==> config.mk <==
export PLATFORM = sky130hd
export DESIGN_NAME = pipe_hazard_ctrl
export DESIGN_NICKNAME = d
export VERILOG_FILES = /design/src/rtl/pipe_hazard_pkg.sv /design/src/rtl/operand_bypass.sv /design/src/rtl/stall_flush_ctrl.sv /design/src/rtl/pipe_hazard_ctrl.sv
export SDC_FILE = /design/constraint.sdc
export NUM_CORES = 1
export LEC_CHECK = 0
export BUFFER_PORTS_ARGS = -buffer_cell sky130_fd_sc_hd__buf_2
export CORE_AREA = 2 2 39 41
export DETAILED_ROUTE_END_ITERATION = 10
export DIE_AREA = 0 0 41 43
export PLACE_DENSITY = 0.7
export SLEW_MARGIN = 20
export SYNTH_ARGS = -nofsm -noshare
export SYNTH_HDL_FRONTEND = slang
export SYNTH_HIERARCHICAL = 1
export SYNTH_SLANG_ARGS = --single-unit
==> constraint.sdc <==
create_clock -name vclk -period 1.19
set_input_delay 0.238 -clock vclk [all_inputs]
set_output_delay 0.238 -clock vclk [all_outputs]
set_load 0.005 [all_outputs]
==> src/rtl/pipe_hazard_pkg.sv <==
package pipe_hazard_pkg;

  localparam int BYP_W = 2;

  typedef enum logic [BYP_W-1:0] {
    BYP_RF  = 2'b00,
    BYP_WB  = 2'b01,
    BYP_MEM = 2'b10
  } byp_sel_e;

  // Priority: the younger (memory-stage) result beats the older one.
  function automatic byp_sel_e pick_bypass(input logic mem_hit, input logic wb_hit);
    if (mem_hit)     return BYP_MEM;
    else if (wb_hit) return BYP_WB;
    else             return BYP_RF;
  endfunction

  // A stage supplies a bypass only when it actually writes a register.
  function automatic logic dst_hit(input logic [7:0] src, input logic [7:0] dst,
                                   input logic wr_en);
    return wr_en && (src == dst);
  endfunction

endpackage

==> src/rtl/operand_bypass.sv <==
module operand_bypass
  import pipe_hazard_pkg::*;
#(
  parameter int REG_W = 4
) (
  input  logic [REG_W-1:0] src,
  input  logic [REG_W-1:0] mem_dst,
  input  logic [REG_W-1:0] wb_dst,
  input  logic             mem_wr_en,
  input  logic             wb_wr_en,
  output logic             mem_hit,
  output logic             wb_hit,
  output logic [BYP_W-1:0] sel
);

  localparam int PAD = 8 - REG_W;

  always_comb begin
    mem_hit = dst_hit({{PAD{1'b0}}, src}, {{PAD{1'b0}}, mem_dst}, mem_wr_en);
    wb_hit  = dst_hit({{PAD{1'b0}}, src}, {{PAD{1'b0}}, wb_dst}, wb_wr_en);
    sel     = pick_bypass(mem_hit, wb_hit);
  end

endmodule

==> src/rtl/stall_flush_ctrl.sv <==
module stall_flush_ctrl #(
  parameter int REG_W   = 4,
  parameter int NUM_SRC = 2
) (
  input  logic [NUM_SRC-1:0][REG_W-1:0] dec_src,
  input  logic [REG_W-1:0]              exe_dst,
  input  logic                          exe_is_load,
  input  logic                          pcw_dec,
  input  logic                          pcw_exe,
  input  logic                          pcw_mem,
  input  logic                          pcw_wb,
  input  logic                          exe_br_taken,
  output logic                          load_use,
  output logic                          pc_pending,
  output logic                          fetch_hold,
  output logic                          dec_hold,
  output logic                          dec_clear,
  output logic                          exe_clear
);

  logic [NUM_SRC-1:0] src_match;

  for (genvar i = 0; i < NUM_SRC; i++) begin : g_src
    assign src_match[i] = (dec_src[i] == exe_dst);
  end

  always_comb begin
    load_use   = exe_is_load && (|src_match);
    pc_pending = pcw_dec || pcw_exe || pcw_mem;
    fetch_hold = load_use || pc_pending;
    dec_hold   = load_use;
    dec_clear  = pc_pending || pcw_wb || exe_br_taken;
    exe_clear  = load_use || exe_br_taken;
  end

endmodule

==> src/rtl/pipe_hazard_ctrl.sv <==
module pipe_hazard_ctrl
  import pipe_hazard_pkg::*;
#(
  parameter int REG_W = 4
) (
  input  logic [REG_W-1:0] dec_src_a,
  input  logic [REG_W-1:0] dec_src_b,
  input  logic [REG_W-1:0] exe_src_a,
  input  logic [REG_W-1:0] exe_src_b,
  input  logic [REG_W-1:0] exe_dst,
  input  logic [REG_W-1:0] mem_dst,
  input  logic [REG_W-1:0] wb_dst,
  input  logic             mem_wr_en,
  input  logic             wb_wr_en,
  input  logic             exe_is_load,
  input  logic             pcw_dec,
  input  logic             pcw_exe,
  input  logic             pcw_mem,
  input  logic             pcw_wb,
  input  logic             exe_br_taken,
  output logic [1:0]       byp_sel_a,
  output logic [1:0]       byp_sel_b,
  output logic             fetch_hold,
  output logic             dec_hold,
  output logic             dec_clear,
  output logic             exe_clear
);

  localparam int NUM_SRC = 2;

  logic [NUM_SRC-1:0][REG_W-1:0] exe_src;
  logic [NUM_SRC-1:0][REG_W-1:0] dec_src;
  logic [NUM_SRC-1:0][BYP_W-1:0] byp_sel;
  logic [NUM_SRC-1:0]            hit_mem;
  logic [NUM_SRC-1:0]            hit_wb;
  logic                          load_use;
  logic                          pc_pending;

  assign exe_src = {exe_src_b, exe_src_a};
  assign dec_src = {dec_src_b, dec_src_a};

  for (genvar i = 0; i < NUM_SRC; i++) begin : g_byp
    operand_bypass #(.REG_W(REG_W)) u_byp (
      .src       (exe_src[i]),
      .mem_dst   (mem_dst),
      .wb_dst    (wb_dst),
      .mem_wr_en (mem_wr_en),
      .wb_wr_en  (wb_wr_en),
      .mem_hit   (hit_mem[i]),
      .wb_hit    (hit_wb[i]),
      .sel       (byp_sel[i])
    );
  end

  assign byp_sel_a = byp_sel[0];
  assign byp_sel_b = byp_sel[1];

  stall_flush_ctrl #(.REG_W(REG_W), .NUM_SRC(NUM_SRC)) u_sfc (
    .dec_src      (dec_src),
    .exe_dst      (exe_dst),
    .exe_is_load  (exe_is_load),
    .pcw_dec      (pcw_dec),
    .pcw_exe      (pcw_exe),
    .pcw_mem      (pcw_mem),
    .pcw_wb       (pcw_wb),
    .exe_br_taken (exe_br_taken),
    .load_use     (load_use),
    .pc_pending   (pc_pending),
    .fetch_hold   (fetch_hold),
    .dec_hold     (dec_hold),
    .dec_clear    (dec_clear),
    .exe_clear    (exe_clear)
  );

endmodule

==> summary.txt <==
Status
  • Status: finished, violations left
  • Violated checks: negative setup slack

Global routing
  • First-pass GRT wire length: ~1700 um
  • Initial antenna violation count: 0
  • Largest net degree at the start of global routing: 5
  • GRT Total Usage: 0.129
  • Gr ovfl total: 0
  • Vias in the first global route: 470

Finish
  • Final instance area: 764 um2
  • Most frequent cells in the layout: buf_2 (30), buf_6 (11), nand2b_1 (8), xor2_1 (8), buf_4 (5)
  • Commonest non-fill, non-tap cell in the layout: buf_2
  • Register area: 0 um2
  • Share of layout cells above drive strength 1: 0.610
  • Area added between synthesis and finish: 102%
  • Sequential cell count: 0
  • Post-layout nets: 138
  • Final core utilization: 0.552
  • CLK BUF: 0
  • Number of diodes: 0
  • Non-filler cells, final: 116

Place
  • Placed instance count: roughly 120
  • Placed inst area: 634 um2
  • Post-DP HPWL: 1030 um
  • Number of I/O port buffers: 44
  • RePlAce Congestion: 0.661

Detailed routing
  • WL/cell: ~10 um
  • Pre-antenna DRT Iters: 4
  • Vias: 560
  • Vias per std cell: 4.83
  • ANT nets after route: 0
  • Post-route DRC: 0
  • Final WL: 1200 um
  • Initial drt markers: 3

STA
  • Slew Viols, Final: 0
  • Fmax: 0.722 GHz
  • Slew @ Worst Pin: about 0.24 ns
  • PnR worst setup slack: -0.196 ns
  • RSZ-0062 raised after global routing: true
  • Fin crit period: 1.39 ns
  • Hold Vio Cnt, Final: 0
  • Slew margin rel.: 0.841
  • Final Cycle Share: 1.16
  • Endpoints failing setup: 5

Worst setup path
  • Endpoint type of the worst setup path: output pin
  • Critical path's slowest cell: or3_4
  • Critical-path cell list: buf_6 -> or3_4 -> or3_1 -> buf_2
  • CP required: 0.95 ns
  • Startpoint type of the worst setup path: primary input
  • Critical path class: primary input to output pin
  • Worst path arrival time: 1.15 ns
  • Slowest stage delay, CP: 0.37 ns
  • Crit-path max FO: 2
  • CP startpoint: pcw_exe

Floorplanning
  • IO Count: 44
  • Die height: 43 um
  • Initial Util: 0.274
  • DIE AREA: 0.00176 mm2
  • Row cnt: 14
  • CORE AREA: 0.00138 mm2
  • Die X-Extent: 41 um

Pwr
  • Switch share: 0.393
  • Comb pwr share: 1.000
  • Power Dens Cells: 315 mW/mm2
  • Cell internal pwr: 146 uW
  • Flop pwr share: 0
  • Sw power: 94.7 uW
  • Clk pwr share: 0
  • Leak: 0.000392 uW
  • VDD IR max: 0.126 mV

Synth
  • Mapped Area: 379 um2
  • Cells after Synth: 54
  • Synth Net Count: 90
  • Syn Area/Cell: ~7 um2
  • Synthesis Warnings: 6

Worst hold path
  • WHS Path Cells: 3
  • Min-Delay Startpoint: exe_br_taken
  • Worst min-delay path class: primary input to output pin
  • WHS Endpoint: exe_clear

Job
  • Max-cap check violation count: 0
## worst max-delay path, delay by kind of cell
family / cells / cell delay (ns)
simple gates: 2 / 0.69
buf+inv: 2 / 0.22
## power by group through the flow
stage,logic [uW],registers [uW],clock network [uW]
after CTS,237,0,0
final,241,0,0
after global routing,260,0,0
after floorplan,86.3,0,0
after detailed placement,192,0,0
after global placement,189,0,0
## routing by layer
| metal | vias to the layer above | part of all wire | track usage |
|---|---|---|---|
| li1 | 283 | - | - |
| met1 | 237 | 0.34 | 0.120 |
| met2 | 40 | 0.53 | 0.281 |
| met3 | 0 | 0.13 | 0.00524 |
| met4 | 0 | 0 | 0 |
| met5 | - | 0 | 0 |
## repair_timing
item | in CTS | in global routing
setup endpoints to repair | 8 | 8
pin swaps | 13 | 4
gates cloned | 0 | 0
hold buffers | 0 | 0
setup buffers | 0 | 0
gates resized for setup | 29 | 3
## per-stage QoR
stage	hold slack [ns]	setup slack, ns	power, uW	TNS, ns
detailed placement	0.739	-0.212	192	-1.01
finish	0.738	-0.196	241	-0.610
global placement	0.740	-0.211	189	-0.903
CTS	0.740	-0.207	237	-0.633
floorplan	0.567	0.0366	86.3	0
global route	0.769	-0.217	260	-0.949
## final cells by class
| cell class | count | area (um2) |
|---|---|---|
| Tap cell | 16 | 20.0 |
| Timing Repair Buffer | 48 | 342 |
| Fill cell | 127 | 619 |
| Inverter | 7 | 26.3 |
| Multi-Input combinational cell | 45 | 377 |
## worst max-delay path by stage
stage | slack (ns) | to | cells past startpoint
after floorplan | 0.04 | dec_clear | 2
after global placement | -0.21 | dec_clear | 4
after detailed placement | -0.21 | dec_clear | 4
after CTS | -0.21 | dec_clear | 4
after global routing | -0.22 | dec_clear | 4
final | -0.20 | dec_clear | 4
No activity file was read; power rests on OpenSTA's default activity.
